### src/rtl/mii_scan_pkg.sv
// Shared constants and helper functions for the MII discovery scanner.
// Assumes the standard MII register numbering: 0 control, 1 status, 4 advertisement.
package mii_scan_pkg;

    localparam logic [4:0]  REG_CTL  = 5'd0;
    localparam logic [4:0]  REG_STAT = 5'd1;
    localparam logic [4:0]  REG_ADV  = 5'd4;

    localparam logic [15:0] ACC_MASK_A  = 16'h8301;
    localparam logic [15:0] ACC_VAL_A   = 16'h8001;
    localparam logic [15:0] ACC_MASK_B  = 16'h7800;
    localparam logic [15:0] ADV_ABILITY = 16'h01E0;
    localparam logic [15:0] ADV_DERIVE  = 16'h03E0;

    localparam logic [15:0] CTL_AN_EN    = 16'h1000;
    localparam logic [15:0] CTL_AN_RST   = 16'h0200;
    localparam logic [15:0] CTL_DUPLEX   = 16'h0100;
    localparam logic [15:0] CTL_SPEED100 = 16'h2000;
    // loopback, speed-100, power-down, isolate, duplex, collision test
    localparam logic [15:0] CTL_FORCE_CLR = 16'h6D80;

    typedef enum logic [3:0] {
        ST_IDLE, ST_STAT, ST_CTL, ST_ADV, ST_STAT2,
        ST_DEC, ST_WADV, ST_WCTL1, ST_WCTL2, ST_STEP, ST_FIN
    } scan_state_t;

    // Acceptance test applied to a status word.
    function automatic logic phy_present(input logic [15:0] st);
        return ((st & ACC_MASK_A) == ACC_VAL_A) ||
               (!st[15] && ((st & ACC_MASK_B) != 16'h0000));
    endfunction

    // Advertisement formed from the ability bits of a status word.
    function automatic logic [15:0] adv_from_status(input logic [15:0] st);
        return ((st >> 6) & ADV_DERIVE) | 16'h0001;
    endfunction

endpackage

### src/rtl/scan_adv_calc.sv
// Chooses the advertisement to impose on a found PHY.
// Assumes adv_cur already holds the derived word when the PHY advertised nothing.
module scan_adv_calc #(
    parameter int DATA_W = 16
) (
    input  logic [DATA_W-1:0] adv_cur,
    input  logic [DATA_W-1:0] preset_adv,
    output logic [DATA_W-1:0] adv_target,
    output logic              adv_write
);
    // Preset wins when non-zero; a write is needed only on a difference.
    always_comb begin
        adv_target = (preset_adv != '0) ? preset_adv : adv_cur;
        adv_write  = (adv_target != adv_cur);
    end
endmodule

### src/rtl/scan_ctl_calc.sv
// Computes the new control word for a found PHY from the word read back.
// Assumes the force inputs are stable for the duration of a scan.
module scan_ctl_calc
    import mii_scan_pkg::*;
(
    input  logic [15:0] ctl_cur,
    input  logic        force_en,
    input  logic        force_full,
    input  logic        force_100,
    output logic [15:0] ctl_new,
    output logic        ctl_write
);
    // Auto mode sets enable (plus restart on change); forced mode rebuilds speed/duplex.
    always_comb begin
        if (force_en) begin
            ctl_new = ctl_cur & ~CTL_AN_EN & ~CTL_FORCE_CLR;
            if (force_full) ctl_new = ctl_new | CTL_DUPLEX;
            if (force_100)  ctl_new = ctl_new | CTL_SPEED100;
        end else begin
            ctl_new = ctl_cur | CTL_AN_EN;
            if (ctl_new != ctl_cur) ctl_new = ctl_new | CTL_AN_RST;
        end
        ctl_write = (ctl_new != ctl_cur);
    end
endmodule

### src/rtl/scan_phy_table.sv
// Address table of found PHYs, filled in discovery order.
// Assumes add is never raised while the table is full.
module scan_phy_table #(
    parameter int DEPTH  = 4,
    parameter int ADDR_W = 5,
    parameter int CNT_W  = $clog2(DEPTH + 1)
) (
    input  logic                    clk,
    input  logic                    rst_n,
    input  logic                    clear,
    input  logic                    add,
    input  logic [ADDR_W-1:0]       addr_in,
    output logic [DEPTH*ADDR_W-1:0] table_flat,
    output logic [CNT_W-1:0]        count,
    output logic                    full
);
    // Fill counter: points at the next free entry.
    always_ff @(posedge clk) begin
        if (!rst_n || clear) count <= '0;
        else if (add)        count <= count + 1'b1;
    end

    assign full = (count == CNT_W'(DEPTH));

    genvar g;
    generate
        for (g = 0; g < DEPTH; g++) begin : g_entry
            logic [ADDR_W-1:0] entry_q;
            // Entry g captures the address added while it is the next free slot.
            always_ff @(posedge clk) begin
                if (!rst_n || clear)                  entry_q <= '0;
                else if (add && count == CNT_W'(g))   entry_q <= addr_in;
            end
            assign table_flat[g*ADDR_W +: ADDR_W] = entry_q;
        end
    endgenerate
endmodule

### src/rtl/mii_phy_scanner.sv
// Walks the 32 management addresses, accepts PHYs by status, stores them
// and writes advertisement and control as needed. Issues one register
// access at a time on a valid/ready request port with a response strobe.
// Assumes every request, read or write, is answered by one rsp_valid pulse.
module mii_phy_scanner
    import mii_scan_pkg::*;
#(
    parameter int TABLE_DEPTH = 4,
    parameter int ADDR_W      = 5,
    parameter int DATA_W      = 16,
    parameter int CNT_W       = $clog2(TABLE_DEPTH + 1)
) (
    input  logic                          clk,
    input  logic                          rst_n,
    input  logic                          start,
    input  logic                          force_en,
    input  logic                          force_full,
    input  logic                          force_100,
    input  logic [DATA_W-1:0]             preset_adv,
    output logic                          req_valid,
    output logic                          req_write,
    output logic [ADDR_W-1:0]             req_phy,
    output logic [4:0]                    req_reg,
    output logic [DATA_W-1:0]             req_wdata,
    input  logic                          req_ready,
    input  logic                          rsp_valid,
    input  logic [DATA_W-1:0]             rsp_rdata,
    output logic                          busy,
    output logic                          done,
    output logic [CNT_W-1:0]              phy_count,
    output logic                          no_phy,
    output logic [TABLE_DEPTH*ADDR_W-1:0] phy_table
);
    localparam int          IDX_W    = ADDR_W + 1;
    localparam logic [IDX_W-1:0] IDX_LAST = IDX_W'(1 << ADDR_W);

    scan_state_t       state_q;
    logic              wait_q;      // request accepted, awaiting response
    logic [IDX_W-1:0]  idx_q;
    logic [15:0]       ctl_rd_q;
    logic [15:0]       adv_rd_q;
    logic              done_q, no_phy_q;
    logic [CNT_W-1:0]  count_q;

    logic              is_req_state, rsp_now, tbl_add, tbl_clear, tbl_full;
    logic [CNT_W-1:0]  tbl_count;
    logic [15:0]       adv_target, ctl_new;
    logic              adv_write, ctl_write;
    logic              launch;

    scan_adv_calc #(.DATA_W(DATA_W)) adv_i (
        .adv_cur(adv_rd_q), .preset_adv(preset_adv),
        .adv_target(adv_target), .adv_write(adv_write)
    );

    scan_ctl_calc ctl_i (
        .ctl_cur(ctl_rd_q), .force_en(force_en), .force_full(force_full),
        .force_100(force_100), .ctl_new(ctl_new), .ctl_write(ctl_write)
    );

    scan_phy_table #(.DEPTH(TABLE_DEPTH), .ADDR_W(ADDR_W), .CNT_W(CNT_W)) tbl_i (
        .clk(clk), .rst_n(rst_n), .clear(tbl_clear), .add(tbl_add),
        .addr_in(idx_q[ADDR_W-1:0]), .table_flat(phy_table),
        .count(tbl_count), .full(tbl_full)
    );

    // Decode which states issue an access and when its response lands.
    always_comb begin
        is_req_state = (state_q == ST_STAT)  || (state_q == ST_CTL)   ||
                       (state_q == ST_ADV)   || (state_q == ST_STAT2) ||
                       (state_q == ST_WADV)  || (state_q == ST_WCTL1) ||
                       (state_q == ST_WCTL2);
        rsp_now   = is_req_state && wait_q && rsp_valid;
        launch    = (state_q == ST_IDLE) && start;
        tbl_clear = launch;
        tbl_add   = (state_q == ST_STAT) && rsp_now && phy_present(rsp_rdata);
    end

    // Request fields for the current state.
    always_comb begin
        req_valid = is_req_state && !wait_q;
        req_phy   = idx_q[ADDR_W-1:0];
        req_write = 1'b0;
        req_wdata = '0;
        req_reg   = REG_STAT;
        unique case (state_q)
            ST_CTL:   req_reg = REG_CTL;
            ST_ADV:   req_reg = REG_ADV;
            ST_WADV:  begin req_write = 1'b1; req_reg = REG_ADV; req_wdata = adv_target; end
            ST_WCTL1,
            ST_WCTL2: begin req_write = 1'b1; req_reg = REG_CTL; req_wdata = ctl_new; end
            default:  req_reg = REG_STAT;
        endcase
    end

    // Handshake phase: set on acceptance, cleared by the response.
    always_ff @(posedge clk) begin
        if (!rst_n)                      wait_q <= 1'b0;
        else if (req_valid && req_ready) wait_q <= 1'b1;
        else if (rsp_now)                wait_q <= 1'b0;
    end

    // Scan sequencer.
    always_ff @(posedge clk) begin
        if (!rst_n) begin
            state_q  <= ST_IDLE;
            idx_q    <= IDX_W'(1);
            ctl_rd_q <= '0;
            adv_rd_q <= '0;
        end else begin
            unique case (state_q)
                ST_IDLE: if (launch) begin
                    idx_q   <= IDX_W'(1);
                    state_q <= ST_STAT;
                end
                ST_STAT: if (rsp_now)
                    state_q <= phy_present(rsp_rdata) ? ST_CTL : ST_STEP;
                ST_CTL: if (rsp_now) begin
                    ctl_rd_q <= rsp_rdata;
                    state_q  <= ST_ADV;
                end
                ST_ADV: if (rsp_now) begin
                    adv_rd_q <= rsp_rdata;
                    state_q  <= ((rsp_rdata & ADV_ABILITY) == '0) ? ST_STAT2 : ST_DEC;
                end
                ST_STAT2: if (rsp_now) begin
                    adv_rd_q <= adv_from_status(rsp_rdata);
                    state_q  <= ST_DEC;
                end
                ST_DEC:
                    state_q <= adv_write ? ST_WADV : (ctl_write ? ST_WCTL1 : ST_STEP);
                ST_WADV: if (rsp_now)
                    state_q <= ctl_write ? ST_WCTL1 : ST_STEP;
                ST_WCTL1: if (rsp_now) state_q <= ST_WCTL2;
                ST_WCTL2: if (rsp_now) state_q <= ST_STEP;
                ST_STEP: begin
                    if (tbl_full || idx_q == IDX_LAST) state_q <= ST_FIN;
                    else begin
                        idx_q   <= idx_q + 1'b1;
                        state_q <= ST_STAT;
                    end
                end
                ST_FIN:  state_q <= ST_IDLE;
                default: state_q <= ST_IDLE;
            endcase
        end
    end

    // End-of-scan results: pulse done, latch count and empty flag.
    always_ff @(posedge clk) begin
        if (!rst_n) begin
            done_q   <= 1'b0;
            count_q  <= '0;
            no_phy_q <= 1'b0;
        end else begin
            done_q <= (state_q == ST_FIN);
            if (launch) begin
                count_q  <= '0;
                no_phy_q <= 1'b0;
            end else if (state_q == ST_FIN) begin
                count_q  <= tbl_count;
                no_phy_q <= (tbl_count == '0);
            end
        end
    end

    assign busy      = (state_q != ST_IDLE);
    assign done      = done_q;
    assign phy_count = count_q;
    assign no_phy    = no_phy_q;
endmodule

### config.mk
export PLATFORM = sky130hd
export DESIGN_NAME = mii_phy_scanner
export DESIGN_NICKNAME = d
export VERILOG_FILES = /design/src/rtl/mii_scan_pkg.sv /design/src/rtl/scan_adv_calc.sv /design/src/rtl/scan_ctl_calc.sv /design/src/rtl/scan_phy_table.sv /design/src/rtl/mii_phy_scanner.sv
export SDC_FILE = /design/constraint.sdc
export NUM_CORES = 1
export LEC_CHECK = 0
export BUFFER_PORTS_ARGS = -buffer_cell sky130_fd_sc_hd__clkbuf_2
export CAP_MARGIN = 10
export CORE_ASPECT_RATIO = 1.2
export CORE_MARGIN = 2
export CORE_UTILIZATION = 48
export DETAILED_ROUTE_END_ITERATION = 7
export GPL_TIMING_DRIVEN = 0
export HOLD_SLACK_MARGIN = 0.06
export PLACE_DENSITY = 0.79
export SKIP_LAST_GASP = 1
export SYNTH_ARGS = -nofsm -noshare
export SYNTH_HDL_FRONTEND = slang
export SYNTH_HIERARCHICAL = 1
export SYNTH_SLANG_ARGS = --single-unit
export TNS_END_PERCENT = 1
### constraint.sdc
create_clock -name clk -period 2.55 [get_ports clk]
set_input_delay 0.51 -clock clk [delete_from_list [all_inputs] [get_ports clk]]
set_output_delay 0.51 -clock clk [all_outputs]
set_load 0.02 [all_outputs]
* Yosys cells after proc, flatten, opt, wreduce, memory -nomap -nowiden
Cells that the tools add are included.
** Word-level totals
- Flip-flop bits (word level) :: 71
- Input bits :: 40
- Output and inout port bits :: 54
- Word-level logic and storage cells :: 115
** Operators by class
- Add/subtract/negate cells :: 2
- Equal/unequal tests :: 27
- Muxes and demuxes :: 30
- Bitwise gates (word level) :: 1
- Reduce and logical (&&, ||, !) cells :: 42
** Operators with widths (number)
- $pmux W16 S2 :: 2
- $mux W16 :: 3
- $mux W4 :: 12
- $pmux W4 S10 :: 1
- $ne A16 B16 Y1 :: 2
- $reduce_bool A16 Y1 :: 2
- $eq A4 B3 Y1 const B :: 4
- $eq A4 B4 Y1 const B :: 4
- $logic_not A16 Y1 :: 1
- $ne A2 B2 Y1 const B :: 8
- $mux W15 :: 1
- $mux W14 :: 1
- $logic_and A1 B1 Y1 :: 12
- $mux W6 :: 2
- $pmux W6 S2 :: 1
- $mux W10 :: 1
- $logic_or A1 B1 Y1 :: 9
- $mux W9 :: 1
- $eq A4 B2 Y1 const B :: 2
- $reduce_and A8 Y1 :: 1
- $add A6 B1 Y6 const B :: 1
- $eq A3 B2 Y1 const B :: 2
- $eq A6 B6 Y1 const B :: 1
- $pmux W3 S2 :: 1
- 16 further kinds :: 27

* Depth between registers and ports, before layout
Gate-level depths: netlist of run 1.
- Word-level depth :: 12
- Depth in mapped cells :: 8
- Gate-level depth less buffers :: 8

* Cells and area by module
The synthesis of run 1 kept the hierarchy.
** Modules (own cells, without submodules)
- mii_phy_scanner :: times used 1, cells each 296, area each 2711.4 sq um, seq. area each 960.9 sq um
- scan_phy_table :: times used 1, cells each 101, area each 1074.8 sq um, seq. area each 460.4 sq um
- scan_adv_calc :: times used 1, cells each 71, area each 436.7 sq um, seq. area each 0.0 sq um
- scan_ctl_calc :: times used 1, cells each 22, area each 175.2 sq um, seq. area each 0.0 sq um

* Worst setup path before layout of run 1
OpenSTA, ideal clock, no wires.
- Path kind :: flip-flop to output port
- Start :: register state_q[1]
- End :: output req_wdata[0]
- Arrival time :: 1.653 ns
- Data required time :: 2.040 ns
- Path slack :: 0.387 ns
- Stages on the path, launching flop included :: 7
- Path buffers :: 3
- Path through :: dfxtp_1 -> clkbuf_1 -> clkbuf_1 -> nand2_1 -> o21ai_2 -> buf_2 -> a22o_1
** Between the ends
- Longest elaborated chain between the ends :: 3
- Elaborated cells on any way between the ends :: 5
- Classes of those cells :: 3 x eq/ne; 1 x mux; 1 x reduce/logical
** Ends and longest elaborated chain
- start, declared :: line mii_phy_scanner.sv:37 : scan_state_t state_q;
- start signal, assigned :: line mii_phy_scanner.sv:117 : state_q <= phy_present(rsp_rdata) ? ST_CTL : ST_STEP;
- start signal, assigned :: line mii_phy_scanner.sv:124 : state_q <= ((rsp_rdata & ADV_ABILITY) == '0) ? ST_STAT2 : ST_DEC;
- start signal, assigned :: line mii_phy_scanner.sv:131 : state_q <= adv_write ? ST_WADV : (ctl_write ? ST_WCTL1 : ST_STEP);
- $eq A4 B3 Y1 / $eq A4 B4 Y1 (equally long branches) :: line mii_phy_scanner.sv:86 : unique case (state_q)
- $reduce_or A2 Y1
- $pmux W16 S2 (*) :: line mii_phy_scanner.sv:86
- end, declared :: line mii_phy_scanner.sv:24 : output logic [DATA_W-1:0] req_wdata,
Mark *: on every way between the ends. The rest lies on a longest branch, timed or not.

* Worst setup path in the final report of run 1
- Start :: register state_q[1]
- End :: output req_wdata[12]
The elaborated chain is that of the path after synthesis.

==> flow_metrics.tcl, run 1 <==
set metrics [dict create \
    outcome "finished clean" \
    netlist_area_um2 4398 \
    rows 38 \
    final-instance-count-excl-fill 720 \
    drv_slew 0 \
    worstPathBufferInverterCount 3 \
    worstMarginPinSlew_ns 0.8631 \
    worstReg2RegStart "adv_rd_q[12]$_SDFFE_PN0P_" \
    first_iter_violations 259 \
    finalSetupViolations 0 \
    required_ns 2.04 \
    grt_max_degree 14 \
    max_freq_mhz 401.3 \
    slowest_delay_ns 0.52 \
    dpl_cell_area_um2 5006 \
    synth-warning-count 6 \
    fillers 805 \
    worstSkewPairLatency_ns 0.36 \
    path_clk_slew_ns 0.08 \
    wl_per_cell_um 16.82 \
    total_power_uw 2448 \
    die-area_um2 9947 \
    crit_fanout 10 \
    min_period_ns 2.492 \
    grt_pass1_vias 3796 \
    start_util 0.4894 \
    pwr_density_cell_nw_per_um2 464.2 \
    fin_skew_ns 0.01373 \
    yosys_register_bits 71 \
    grt-ovfl-total 0 \
    finalInstanceArea_um2 5273 \
    cts_made_buffers 9 \
    ant_nets 0 \
    die_y_um 108.9 \
    gp_congestion 1.036 \
    regToRegSetupSlack_ns 0.14 \
    rsz0062_at_grt "true" \
    dpl.hpwl_mm 9.129 \
    final_cell_mix "clkbuf_2, dfxtp_1, mux2i_1, nor2b_1, nand2_1" \
    final_common_cell "clkbuf_2" \
    ios 94 \
    via_per_inst 5.553 \
    netlist_instances 490 \
    worstHoldPathCells 3 \
    worstSetupStartpoint "state_q[1]$_SDFFE_PN0P_" \
    root_buffer "clkbuf_8" \
    min_to "ctl_rd_q[3]$_SDFFE_PN0P_" \
    async_flop_share 0 \
    worst_setup_path_start_kind "flip-flop" \
    arrival_ns 1.98 \
    synth_edf_count 0 \
    cts_num_sinks 71 \
    grt_antenna_before_repair 0 \
    die_w_um 91.38 \
    cts_max_level 3 \
    fin_crit_sh 0.9772 \
    path_cells "buf_4 > or4b_4 > o21ai_4 > buf_6 > a22o_1 > buf_4" \
    drive_gt1_frac 0.3017 \
    finalHoldViolCount 0 \
    synthDistinctLibCells 75 \
    vias 3998 \
    syn_area_per_cell_um2 8.975 \
    hold_path_class "in2reg" \
    dp_cells 702 \
    coreArea_um2 8986 \
    synth_ff_type "dfxtp_1" \
    crit_path_frequent_cell "buf_4" \
    finalNetCount 642 \
    antenna_cells 0 \
    slew_headroom 0.4231 \
    holdBufCountCts 0 \
    grt_pass1_wl_mm 18.99 \
    syn_to_final_growth_pct 19.89 \
    yosysSeqAreaShare 0.3232 \
    drc_errors 0 \
    reg2regPathDepth 8 \
    critPathKind "reg2out" \
    worst_ir_drop_vdd_v 0.0002698 \
    leakage_uw 0.002363 \
    min_from "rsp_rdata[3]" \
    routed_wl_mm 12.11 \
    fin_util 0.5867 \
    cts_tree "done" \
    clockBufferDepth 2 \
    drv_cap 0 \
    worst_r2r_endpoint "state_q[1]$_SDFFE_PN0P_" \
    critical_path.top_delay_family "simple AND/OR/NAND/NOR gates" \
    dr.pass1.iters 7 \
    slowest_stage "or4b_4" \
    grt_usage 0.2440 \
    cp-end-kind "output pin" \
    io_buffers 90 \
]
## per-stage QoR
step                hold WS (ns)  worst slack, ns   TNS (ns)
floorplan                 0.4796           0.3868          0
finish                    0.4254          0.05802          0
detailed placement        0.4798          -0.1435     -1.216
CTS                       0.4165         0.008803          0
global placement          0.4763          -0.1485     -1.256
global route              0.4318        -0.001172  -0.001812
## worst register-to-register path, stage by stage, from the launching register on
cell and delay [ns]:
dfxtp_1 0.42, nand2b_1 0.15, o2111ai_1 0.10, a2111oi_0 0.48, o2111ai_1 0.39, o21bai_1 0.28
o221a_2 0.21, o32ai_1 0.07, o211a_1 0.21
## cell families (layout without fill, tap and decap cells)
family	count (synthesis)	in the layout	share of synthesized area
and+or+nand+nor	177	177	0.2404
DFF	71	71	0.3232
buffers and inverters	71	179	0.09189
adders and majority gates	7	7	0.01991
muxes	54	54	0.1235
xor gates and xnor gates	5	5	0.009959
AOI/OAI and AO/OA	104	104	0.1903
other	1	3	0.0008527
## power by group
part / leakage, uW / switching (uW) / internal (uW)
clock network: 0.0000894 / 423 / 404
registers: 0.000574 / 14.0 / 1120
logic: 0.00170 / 281 / 204
## final cells by class
class                   count  area (um^2)  share of cell area
repair buffers             93        496.7             0.09421
inverters                  23        86.33             0.01637
well taps                 120        150.1             0.02848
clock buffers              13        158.9             0.03014
flip-flops and latches     71         1425              0.2703
plain buffers              47        339.1             0.06431
multi-input cells         350         2599              0.4929
clock inverters             3        17.52            0.003322
## how the worst max path moves through the flow
stage / to / depth (start not counted) / slack [ns]
after global routing: req_wdata[10] / 6 / -0.001
after global placement: req_wdata[12] / 6 / -0.15
final: req_wdata[12] / 6 / 0.06
after detailed placement: req_wdata[12] / 7 / -0.14
after floorplan: req_wdata[0] / 6 / 0.39
after CTS: req_wdata[12] / 6 / 0.009
## what timing repair did
| item | CTS | global route |
|---|---|---|
| pin swaps | 2 | 2 |
| resized for setup | 14 | 22 |
| setup endpoints to repair | 18 | 16 |
| cloned | 0 | 1 |
| buffers inserted | 1 | 1 |
## Yosys cell counts, types with 5 or more instances
library cell,number,area [um^2]
nand2_1,28,105.1
nand2b_1,20,125.1
a21oi_1,15,75.07
nand3b_1,21,157.7
dfxtp_1,71,1421
a21o_2,6,52.55
buf_4,17,127.6
mux2i_1,52,520.5
o2111ai_1,7,61.31
a22o_1,16,140.1
buf_2,7,35.03
nand3_1,9,45.04
o211a_1,7,70.07
clkbuf_1,15,56.30
nor4_1,8,50.05
buf_6,7,78.83
nor2b_1,41,256.5
a21bo_2,6,60.06
o21ai_0,5,25.02
ha_1,7,87.58
nor2_1,21,78.83
inv_1,21,78.83
## registers in the layout (all words and copies together), names as in the netlist
register	cells
idx_q	6
phy_count	3
tbl_i/g_entry.entry_q	20
wait_q	1
done	1
adv_rd_q	16
ctl_rd_q	16
state_q	4
no_phy	1
tbl_i/count	3
## layer usage
metal / global-route usage / up-vias / part of all wire
met2: 0.4202 / 160 / 0.49
li1: - / 1950 / -
met4: 0.09199 / 0 / 0.016
met1: 0.2986 / 1868 / 0.43
met5: 0 / - / 0
met3: 0.05390 / 20 / 0.068
(Power assumes the default switching activity.)
==> run 2: changes to the inputs <==
Settings changed: BUFFER_PORTS_ARGS -buffer_cell sky130_fd_sc_hd__clkbuf_2 to unset, DONT_BUFFER_PORTS set to 1, PLACE_DENSITY 0.79 to 0.7.
Clock period 2.55 ns to 3.13 ns, I/O delays scaled along.
==> run 2 against run 1 <==
Against the previous run: setup slack gained 0.11 ns; design area shrank 9.4%; clock power shrank 4.2%; global-route usage decreased by 0.92 points; die area unchanged; sequential cell count stayed put; sequential power fell by 19%; sequential share of layout area rose by 2.7 points; first-iteration DRC count is 12% lower; largest cell class unchanged.
==> flow_metrics.tcl, run 2 (synthesized netlist as in run 1, its figures left out) <==
set metrics [dict create \
    fin_crit_sh 0.9448 \
    io_buffers 0 \
    met1_usage 0.2771 \
    via_per_inst 5.774 \
    dpl.hpwl_mm 8.824 \
    largest_register_ffs 20 \
    syn_to_final_growth_pct 8.649 \
    coreArea_um2 8986 \
    cp-end-kind "output pin" \
    ant_nets 0 \
    max_freq_mhz 338.2 \
    crit_path_frequent_cell "buf_2" \
    drc_errors 0 \
    multi_input_area_um2 2582 \
    start_util 0.4894 \
    grt.busiest_layer "met2" \
    reg.largest.list "tbl_i/g_entry.entry_q x20, adv_rd_q x16, ctl_rd_q x16" \
    min_period_ns 2.957 \
    clockBufferDepth 2 \
    rows 38 \
    fin_skew_ns 0.01071 \
    cts_made_buffers 9 \
    worstPathBufferInverterCount 2 \
    final-seq-area_um2 1421 \
    die_y_um 108.9 \
    worst_ir_drop_vdd_v 0.0002665 \
    cts_tree "done" \
    fin_tns_setup_ns 0 \
    worstMarginPinSlew_ns 0.9345 \
    grt-ovfl-total 0 \
    outcome "finished clean" \
    dr.pass1.iters 4 \
    final_cell_mix "dfxtp_1, mux2i_1, nor2b_1, nand2_1" \
    critPathKind "reg2out" \
    finalNetCount 550 \
    crit_fanout 10 \
    grt_usage 0.2347 \
    path_cells "buf_2 > or4b_1 > o21ai_2 > buf_2 > a22o_1" \
    die-area_um2 9947 \
    final_common_cell "dfxtp_1" \
    drv_cap 0 \
    grt_pass1_wl_mm 18.26 \
    hold_path_class "in2reg" \
    slowest_stage "or4b_1" \
    root_buffer "clkbuf_8" \
    antenna_cells 0 \
    cts_num_sinks 71 \
    die_w_um 91.38 \
    leakage_uw 0.001952 \
    grtUsageMet2 0.4076 \
    ios 94 \
    critical_path.top_delay_family "buffers and inverters" \
    grt_antenna_before_repair 0 \
    grt_pass1_vias 3522 \
    cts_max_level 3 \
    first_iter_violations 227 \
    path_clk_slew_ns 0.08 \
    finalSetupViolations 0 \
    rsz0062_at_grt "false" \
    gp_congestion 0.9965 \
    grt_max_degree 12 \
    fillers 830 \
    routed_wl_mm 11.57 \
    worstSkewPairLatency_ns 0.35 \
    wl_per_cell_um 18.45 \
    drv_slew 0 \
    drive_gt1_frac 0.1657 \
    use_met3 0.06358 \
    largest-register "tbl_i/g_entry.entry_q" \
    worst_setup_path_start_kind "flip-flop" \
    finalHoldViolCount 0 \
    vias 3620 \
    required_ns 2.50 \
    slowest_delay_ns 0.51 \
    arrival_ns 2.33 \
    slew_headroom 0.3754 \
    pwr_density_cell_nw_per_um2 426.3 \
    holdBufCountCts 0 \
    total_power_uw 2037 \
]
==> run 2: changes by cell type in the layout (fill, tap and decap cells not counted), sizes merged <==
| cell | before | now |
|---|---|---|
| bufinv | 0 | 1 |
| clkinv | 2 | 0 |
| clkbuf | 110 | 29 |
| buf | 43 | 32 |
==> run 2: where the power goes <==
group / leakage, uW / switching [uW] / internal, uW / total, uW
clock: 0.000108 / 339 / 451 / 791
sequential: 0.000572 / 11.1 / 914 / 925
combinational: 0.00127 / 189 / 132 / 321
total: 0.00195 / 540 / 1500 / 2040
==> run 2: final cells by class <==
cell class              instances  share of cell area
well taps                     120             0.03142
clock inverters                 2            0.007855
inverters                      23             0.01807
flip-flops and latches         71              0.2975
clock buffers                  13             0.03744
plain buffers                  48             0.06730
multi-input cells             350              0.5405
==> run 2: path summary, 6_finish.rpt <==
check | start | endpoint | slack [ns] | cells after the start
worst max-delay path | state_q[3]$_SDFFE_PN0P_ | req_wdata[12] | 0.17 | 5
worst min-delay path | rsp_rdata[6] | ctl_rd_q[6]$_SDFFE_PN0P_ | 0.45 | 2
worst max register to register | state_q[1]$_SDFFE_PN0P_ | adv_rd_q[5]$_SDFFE_PN0P_ | 0.82 | 6
worst min register to register | ctl_rd_q[6]$_SDFFE_PN0P_ | ctl_rd_q[6]$_SDFFE_PN0P_ | 0.52 | 2
==> run 2: metrics by stage <==
| step | cell area [um^2] | setup slack (ns) | util | hold slack [ns] | cells |
|---|---|---|---|---|---|
| global placement | 4556 | 0.3472 | 0.5070 | 0.5023 | 612 |
| detailed placement | 4556 | 0.3536 | 0.5070 | 0.5067 | 612 |
| CTS | 4776 | 0.08377 | 0.5315 | 0.4368 | 627 |
| floorplan | 4405 | 0.8508 | - | 0.4796 | 492 |
| finish | 4778 | 0.1727 | 0.5317 | 0.4512 | 627 |
| global route | 4778 | 0.0009988 | 0.5317 | 0.4361 | 627 |
==> run 2: worst register-to-register path, cell delays in order, from the launching register on <==
cell	delay (ns)
dfxtp_1	0.35
clkbuf_2	0.20
nor4b_2	0.80
buf_2	0.42
mux2i_1	0.25
nand2_1	0.08
o211a_1	0.12
==> run 2: repair_timing <==
| action | in CTS | in global routing |
|---|---|---|
| resized for setup | 2 | 4 |
| setup buffers | 0 | 0 |
| endpoints found under the setup margin | 10 | 10 |
==> run 2: layer usage <==
layer  vias up  wire length, um
met5         -                0
met4         0              337
met3        19              673
met2       114             5719
met1      1733             4839
li1       1754                -
==> run 3: changes to the inputs <==
Settings changed: BUFFER_PORTS_ARGS set to -buffer_cell sky130_fd_sc_hd__clkbuf_2, DONT_BUFFER_PORTS 1 to unset, PLACE_DENSITY 0.7 to 0.79.
==> run 3 against run 2 <==
Against the previous run: cell count up 15%; global-route usage up 0.89 points; clock power down 15%; setup slack got worse by 0.044 ns; wire length is 2.8% higher; sequential share of layout area fell by 2.4 points; largest power group unchanged; first-iteration DRC count rose by 25%; clock-buffer cell count is the same; sequential cell count did not move; register-to-register slack lost 0.03 ns; non-clock buffer count is 90 higher; largest cell class unchanged.
==> flow_metrics.tcl, run 3 (synthesized netlist as in run 1, its figures left out) <==
set metrics [dict create \
    outcome "finished clean" \
    clockBufferDepth 2 \
    slew_headroom 0.4359 \
    slowest_delay_ns 0.52 \
    first_iter_violations 283 \
    vias 4012 \
    crit_path_frequent_cell "buf_2" \
    worstMarginPinSlew_ns 0.8439 \
    grt_max_degree 12 \
    cts_num_sinks 71 \
    min_to "tbl_i/g_entry[0].entry_q[3]$_SDFFE_PP0P_" \
    final_common_cell "clkbuf_2" \
    rows 38 \
    holdWs_ns 0.4922 \
    start_util 0.4894 \
    grt_usage 0.2437 \
    worstReg2RegStart "adv_rd_q[9]$_SDFFE_PN0P_" \
    hold_path_class "reg2reg" \
    fin_skew_ns 0.01486 \
    fin_crit_sh 0.9590 \
    dr.pass1.iters 4 \
    worstHoldPathCells 2 \
    die-area_um2 9947 \
    dp_cells 702 \
    path_cells "buf_2 > or4b_1 > o21ai_2 > buf_2 > a22o_1 > clkbuf_2" \
    finalHoldViolCount 0 \
    arrival_ns 2.38 \
    largest-register "tbl_i/g_entry.entry_q" \
    cts_made_buffers 9 \
    grt_pass1_vias 3802 \
    gp_congestion 1.036 \
    grt_antenna_before_repair 0 \
    routed_wl_mm 11.89 \
    finalNetCount 640 \
    worstSkewPairLatency_ns 0.36 \
    min_period_ns 3.002 \
    largest_register_ffs 20 \
    worst_setup_path_start_kind "flip-flop" \
    finalSetupViolations 0 \
    drc_errors 0 \
    drive_gt1_frac 0.2910 \
    worst_r2r_endpoint "state_q[1]$_SDFFE_PN0P_" \
    cts_tree "done" \
    cts_max_level 3 \
    cp-end-kind "output pin" \
    grt-ovfl-total 0 \
    worst_ir_drop_vdd_v 0.0002182 \
    ios 94 \
    drv_cap 0 \
    total_power_uw 1978 \
    grt_pass1_wl_mm 18.99 \
    root_buffer "clkbuf_8" \
    crit_fanout 10 \
    wl_per_cell_um 16.56 \
    required_ns 2.50 \
    leakage_uw 0.002334 \
    ant_nets 0 \
    io_buffers 90 \
    final-instance-count-excl-fill 718 \
    final_cell_mix "clkbuf_2, dfxtp_1, mux2i_1, nor2b_1, nand2_1" \
    critPathKind "reg2out" \
    path_clk_slew_ns 0.07 \
    syn_to_final_growth_pct 18.01 \
    coreArea_um2 8986 \
    min_from "tbl_i/g_entry[0].entry_q[3]$_SDFFE_PP0P_" \
    max_freq_mhz 333.2 \
    slowest_stage "or4b_1" \
    fillers 806 \
    reg.largest.list "tbl_i/g_entry.entry_q x20, adv_rd_q x16, ctl_rd_q x16" \
    pwr_density_cell_nw_per_um2 381.0 \
    dpl.hpwl_mm 9.129 \
    die_y_um 108.9 \
    reg2regPathDepth 8 \
    die_w_um 91.38 \
    rsz0062_at_grt "false" \
    antenna_cells 0 \
    via_per_inst 5.588 \
    regToRegSetupSlack_ns 0.79 \
    holdBufCountCts 0 \
    drv_slew 0 \
    fin_tns_setup_ns 0 \
]
[run 3: area by class of cell]
type	count	area [um^2]	area share
plain buffers	48	322.8	0.06220
clock buffers	13	158.9	0.03062
clock inverters	3	17.52	0.003375
inverters	23	86.33	0.01663
multi-input cells	350	2582	0.4976
flip-flops and latches	71	1421	0.2739
well taps	120	150.1	0.02893
repair buffers	90	450.4	0.08679
[run 3: critical path: cells and delay by family (launching register included)]
family	cells	cell delay, ns
AOI/OAI and AO/OA	2	0.37
buffers and inverters	3	0.74
DFF	1	0.38
and+or+nand+nor	1	0.52
[run 3: worst max-delay path by stage]
stage | to | start
floorplan | req_wdata[0] | state_q[1]$_SDFFE_PN0P_
CTS | req_wdata[12] | state_q[1]$_SDFFE_PN0P_
global route | req_wdata[12] | state_q[2]$_SDFFE_PN0P_
global placement | req_wdata[12] | state_q[2]$_SDFFE_PN0P_
detailed placement | req_wdata[12] | state_q[1]$_SDFFE_PN0P_
finish | req_wdata[12] | state_q[3]$_SDFFE_PN0P_
[run 3: metal layers]
metal | vias up | wire length, um | track usage | part of all wire
met1 | 1871 | 4886 | 0.2960 | 0.41
met5 | - | 0 | 0 | 0
met4 | 0 | 236 | 0.09199 | 0.020
li1 | 1948 | - | - | -
met2 | 168 | 5797 | 0.4196 | 0.49
met3 | 25 | 972 | 0.05736 | 0.082
[run 3: power breakdown]
part | internal (uW) | switching, uW
clock | 329 | 342
sequential | 914 | 10.2
combinational | 158 | 225
[run 3: what timing repair did]
action,CTS,global route
gates resized for setup,2,5
setup buffers,0,0
hold endpoints to repair,0,0
setup endpoints to repair,10,10
pin swaps,0,0
[run 3: per-stage QoR]
stage          cell area (um^2)  utilization  setup WS, ns
6_report                   5190       0.5776        0.1284
4_1_cts                    5185       0.5770       0.03208
3_5_place_dp               5006       0.5571        0.3205
5_1_grt                    5190       0.5776       0.01271
3_3_place_gp               5006       0.5571        0.3155
2_1_floorplan              4405            -        0.8508
